**config.mk**
```make
export PLATFORM = sky130hd
export DESIGN_NAME = irq_prio_ctl
export DESIGN_NICKNAME = d
export VERILOG_FILES = /design/src/rtl/irq_prio_pkg.sv /design/src/rtl/irq_prio_dp.sv /design/src/rtl/irq_prio_ctrl.sv /design/src/rtl/irq_prio_ctl.sv
export SDC_FILE = /design/constraint.sdc
export NUM_CORES = 1
export LEC_CHECK = 0
export BUFFER_PORTS_ARGS = -buffer_cell sky130_fd_sc_hd__clkbuf_2
export CORE_AREA = 2 2 39 41
export CTS_CLUSTER_DIAMETER = 80
export DETAILED_ROUTE_END_ITERATION = 10
export DIE_AREA = 0 0 41 43
export PLACE_DENSITY = 0.5
export SLEW_MARGIN = 40
export SYNTH_ARGS = -nofsm -noshare
export SYNTH_HDL_FRONTEND = slang
export SYNTH_SLANG_ARGS = --single-unit
```
**constraint.sdc**
```tcl
create_clock -name clk -period 2 [get_ports clk]
set_clock_uncertainty 0.05 [all_clocks]
set_input_delay 0.5 -clock clk [delete_from_list [all_inputs] [get_ports clk]]
set_output_delay 0.5 -clock clk [all_outputs]
set_load 0.01 [all_outputs]
```
**src/rtl/irq_prio_pkg.sv**
```systemverilog
package irq_prio_pkg;

  typedef enum logic [1:0] {
    SRC_NONE = 2'd0,
    SRC_FP   = 2'd1,
    SRC_EXT  = 2'd2,
    SRC_DEC  = 2'd3
  } srcCode_e;

  // strobes from control to datapath
  typedef struct packed {
    logic takeDec;
  } ctlStrobe_t;

  localparam int SAVE_W = 2;
  localparam int SAVE_FP_BIT = 0;
  localparam int SAVE_NEXT_BIT = 1;

endpackage

```
**src/rtl/irq_prio_dp.sv**
```systemverilog
module irq_prio_dp
  import irq_prio_pkg::*;
#(
  parameter int VEC_W = 12,
  parameter logic [VEC_W-1:0] VEC_FP  = 12'h700,
  parameter logic [VEC_W-1:0] VEC_EXT = 12'h500,
  parameter logic [VEC_W-1:0] VEC_DEC = 12'h900
) (
  input  logic              clk,
  input  logic              rst_n,
  input  logic              extLine,
  input  logic              decPulse,
  input  ctlStrobe_t        strobe,
  input  srcCode_e          selCode,
  output logic              extPend,
  output logic              decPend,
  output logic [VEC_W-1:0]  vecOut,
  output logic [SAVE_W-1:0] saveOut
);

  logic decNext;

  always_comb begin
    decNext = decPend;
    if (strobe.takeDec) decNext = 1'b0;
    if (decPulse)       decNext = 1'b1;
  end

  always_ff @(posedge clk) begin
    if (!rst_n) begin
      extPend <= 1'b0;
      decPend <= 1'b0;
    end else begin
      extPend <= extLine;
      decPend <= decNext;
    end
  end

  always_comb begin
    vecOut  = '0;
    saveOut = '0;
    unique case (selCode)
      SRC_FP: begin
        vecOut = VEC_FP;
        saveOut[SAVE_FP_BIT]   = 1'b1;
        saveOut[SAVE_NEXT_BIT] = 1'b1;
      end
      SRC_EXT: vecOut = VEC_EXT;
      SRC_DEC: vecOut = VEC_DEC;
      default: ;
    endcase
  end

  AST_EXT_SET: assert property (@(posedge clk) disable iff (!rst_n)
    extLine |=> extPend) else $error("ext flag missed line");
  AST_EXT_CLR: assert property (@(posedge clk) disable iff (!rst_n)
    !extLine |=> !extPend) else $error("ext flag stuck");
  AST_DEC_LATCH: assert property (@(posedge clk) disable iff (!rst_n)
    decPulse |=> decPend) else $error("dec event lost");
  AST_DEC_TAKE: assert property (@(posedge clk) disable iff (!rst_n)
    (strobe.takeDec && !decPulse) |=> !decPend) else $error("dec not consumed");
  AST_TAKE_PENDING: assert property (@(posedge clk) disable iff (!rst_n)
    strobe.takeDec |-> decPend) else $error("take without pending");

endmodule

```
**src/rtl/irq_prio_ctrl.sv**
```systemverilog
module irq_prio_ctrl
  import irq_prio_pkg::*;
(
  input  logic       clk,
  input  logic       rst_n,
  input  logic       extPend,
  input  logic       decPend,
  input  logic       extEnable,
  input  logic [1:0] fpMode,
  input  logic       fpSummary,
  input  logic       ack,
  output logic       reqValid,
  output srcCode_e   selCode,
  output ctlStrobe_t strobe
);

  logic fpCond;

  always_comb begin
    fpCond = (|fpMode) && fpSummary;
    if (fpCond)                      selCode = SRC_FP;
    else if (extEnable && extPend)   selCode = SRC_EXT;
    else if (extEnable && decPend)   selCode = SRC_DEC;
    else                             selCode = SRC_NONE;
    reqValid       = (selCode != SRC_NONE);
    strobe.takeDec = ack && (selCode == SRC_DEC);
  end

  AST_GATED: assert property (@(posedge clk) disable iff (!rst_n)
    (!extEnable && !fpCond) |-> !reqValid) else $error("request while disabled");
  AST_EXT_OVER_DEC: assert property (@(posedge clk) disable iff (!rst_n)
    (extEnable && extPend && !fpCond) |-> (selCode == SRC_EXT)) else $error("ext lost priority");
  AST_PENDING_SEEN: assert property (@(posedge clk) disable iff (!rst_n)
    (extEnable && (extPend || decPend)) |-> reqValid) else $error("pending source dropped");

endmodule

```
**src/rtl/irq_prio_ctl.sv**
```systemverilog
module irq_prio_ctl
  import irq_prio_pkg::*;
#(
  parameter int VEC_W = 12,
  parameter logic [VEC_W-1:0] VEC_FP  = 12'h700,
  parameter logic [VEC_W-1:0] VEC_EXT = 12'h500,
  parameter logic [VEC_W-1:0] VEC_DEC = 12'h900
) (
  input  logic              clk,
  input  logic              rst_n,
  input  logic              extLine,
  input  logic              decPulse,
  input  logic              extEnable,
  input  logic [1:0]        fpMode,
  input  logic              fpSummary,
  input  logic              ack,
  output logic              reqValid,
  output logic [1:0]        reqCode,
  output logic [VEC_W-1:0]  reqVector,
  output logic [SAVE_W-1:0] reqSave
);

  logic       extPend;
  logic       decPend;
  srcCode_e   selCode;
  ctlStrobe_t strobe;

  irq_prio_ctrl u_ctrl (
    .clk(clk), .rst_n(rst_n),
    .extPend(extPend), .decPend(decPend),
    .extEnable(extEnable), .fpMode(fpMode), .fpSummary(fpSummary),
    .ack(ack), .reqValid(reqValid), .selCode(selCode), .strobe(strobe)
  );

  irq_prio_dp #(
    .VEC_W(VEC_W), .VEC_FP(VEC_FP), .VEC_EXT(VEC_EXT), .VEC_DEC(VEC_DEC)
  ) u_dp (
    .clk(clk), .rst_n(rst_n),
    .extLine(extLine), .decPulse(decPulse),
    .strobe(strobe), .selCode(selCode),
    .extPend(extPend), .decPend(decPend),
    .vecOut(reqVector), .saveOut(reqSave)
  );

  assign reqCode = selCode;

  AST_FP_FIRST: assert property (@(posedge clk) disable iff (!rst_n)
    ((|fpMode) && fpSummary) |-> (reqVector == VEC_FP && reqSave == 2'b11)) else $error("fp not first");
  AST_IDLE_ZERO: assert property (@(posedge clk) disable iff (!rst_n)
    !reqValid |-> (reqVector == '0 && reqSave == '0)) else $error("idle outputs nonzero");

endmodule

```
==> flow_summary.toml <==
[global_routing]
grt_pass1_wl_um = 634
grt_pass1_vias = 170
grt_max_degree = 5
grt_usage_pct = 6.413
antenna_found_initial = 0
grt_overflow = 0

[clocking]
cts_root_buffer = "clkbuf_4"
cts_tree = "yes"
htreeDepth = 1
clock_path_buffers = 2
cts.sink_count = 2
clk_latency_ns = 0.22
hold_buffers = 0
cts_buffers = 3
clkTransAtPathRegs_ns = 0.03

[power_and_ir_drop]
p_sw_share_pct = 30.17
p_leak_nw = 0.1893
clkPwrFrac_pct = 46.7
vdd_drop_max_v = 0.0002605
internal_power_mw = 0.1320
p_comb_share_pct = 29.8
finalPower_mw = 0.1891
switching_power_mw = 0.05705
seq_power_share_pct = 23.5
p_per_area_nw_per_um2 = 611.9

[timing]
rsz0062_at_grt = "no"
drv_slew = 0
period_minus_slack_ns = 1.865
setup_tns_ns = 0
setup_viol_count_final = 0
fmax_mhz = 536.2
hold_viol_final = 0
period_share_pct = 93.24

[synth]
ys_warn_count = 0
synth_area_um2 = 235.2
netlist_instances = 30
syn_area_per_cell_um2 = 7.841
ys_seq_elements = 2
seq_area_frac_synth_pct = 17.02
synth_top_area_share_pct = 35.11
ys_types = 15
ys_top_cells_by_area = "buf_4, dfxtp_1, ha_1"
yosysTopAreaCell = "buf_4"

[run]
maxCapViolCount = 0

[placed_design]
dpl.hpwl_um = 377.9
port_buffers = 17
place.gp.congestion = 0.5654

[cells_and_area]
drive_gt1_share_pct = 52.17
final_cell_mix = "clkbuf_2, conb_1, ha_1, clkbuf_4"
diodes = 0
final_common_cell = "clkbuf_2"
nets = 60
area_delta_synth_final_pct = 31.38

[drt]
drtIter0Drc = 1
first_pass_iters = 2
ant_nets = 0
routed_via_density = 3.435
vias = 213
wl_per_cell_um = 7.097
drc_errors = 0
totalWireLength_um = 440

[critical_path]
required_ns = 1.45
crit_arrival_ns = 1.31
critPathKind = "in2out"
rr_worst_depth = 4
path_max_fanout = 4
endpoint_kind = "primary output"
startpoint_type = "input pin"
r2r_slack_ns = 0.88

[die]
core_area_um2 = 1384
rows = 14
start_util_pct = 17.00
die_area_um2 = 1763
die-width_um = 41
die-height_um = 43
io_pins = 26

[worst_hold_path]
holdPathStages = 2
hold_path_class = "in2reg"

[outcome]
status = "complete, no violations"
==> kinds of logic (layout without fill, tap and decap cells) <==
kind of cell | Yosys count | count (layout) | synth area share, %
and+or+nand+nor | 6 | 6 | 14.90
adders and majority gates | 3 | 3 | 15.96
AOI/OAI and AO/OA | 4 | 4 | 10.64
buffers and inverters | 14 | 23 | 39.89
other | 1 | 8 | 1.594
DFF | 2 | 2 | 17.02
==> path summary, 6_finish.rpt <==
path / startpoint / end
worst max-delay path: fpMode[1] / reqVector[10]
worst min register to register: u_dp.decPend / u_dp.decPend
worst min-delay path: ack / u_dp.decPend
worst max register to register: u_dp.decPend / u_dp.decPend
==> power groups by stage <==
stage,Clock [mW],Sequential [mW],Combinational (mW)
floorplan,0,0.0443,0.0504
global placement,0,0.0447,0.0554
detailed placement,0,0.0448,0.0569
CTS,0.0958,0.0443,0.0569
global route,0.101,0.0448,0.0653
finish,0.0884,0.0444,0.0563
==> metrics by stage <==
step                setup WS (ns)  area [µm²]  hold WS (ns)  util (%)  cells
finish                     0.1351       309.0        0.4192     22.33     62
global route              0.04363       309.0        0.4107     22.33     62
CTS                       0.06697       306.5        0.4035     22.15     62
detailed placement        0.06750       284.0        0.5028     20.52     59
global placement          0.09458       284.0        0.5013     20.52     59
floorplan                  0.1808       261.5        0.4721         -     37
==> repair_timing <==
| action | in CTS | in global routing |
|---|---|---|
| endpoints found under the setup margin | 0 | 1 |
| buffers inserted | 0 | 0 |
| gates resized for setup | 0 | 1 |
==> final cells by class <==
type	instances	area, µm²
inverters	3	11.26
multi-input cells	21	130.1
fillers	164	1075
repair buffers	17	85.08
well taps	16	20.02
clock buffers	3	22.52
flip-flops and latches	2	40.04
==> layer usage <==
layer  global-route usage [%]  vias to the layer above  share of wire, %
met3                    3.665                        0                19
li1                         -                      110                 -
met5                        0                        -                 0
met1                    5.431                       85                35
met4                    10.00                        0                 0
met2                    7.813                       18                46
==> flip-flops by register name (all words and copies together) (netlist names) <==
| name | cells |
|---|---|
| u_dp.decPend | 1 |
| u_dp.extPend | 1 |
==> cells in the mapped netlist (all sizes together) <==
| library cell | instances |
|---|---|
| nand2 | 1 |
| nand2b | 1 |
| dfxtp | 2 |
| inv | 3 |
| nor2 | 1 |
| nand3b | 1 |
| a31oi | 1 |
| and2 | 2 |
| o21ai | 3 |
| ha | 3 |
| conb | 1 |
| buf | 11 |
==> critical path, cell delays in order <==
cell      delay [ns]
clkbuf_2        0.09
o21ai_2         0.19
and2_2          0.18
ha_1            0.22
clkbuf_2        0.13
No activity file was read; power rests on OpenSTA's default activity.
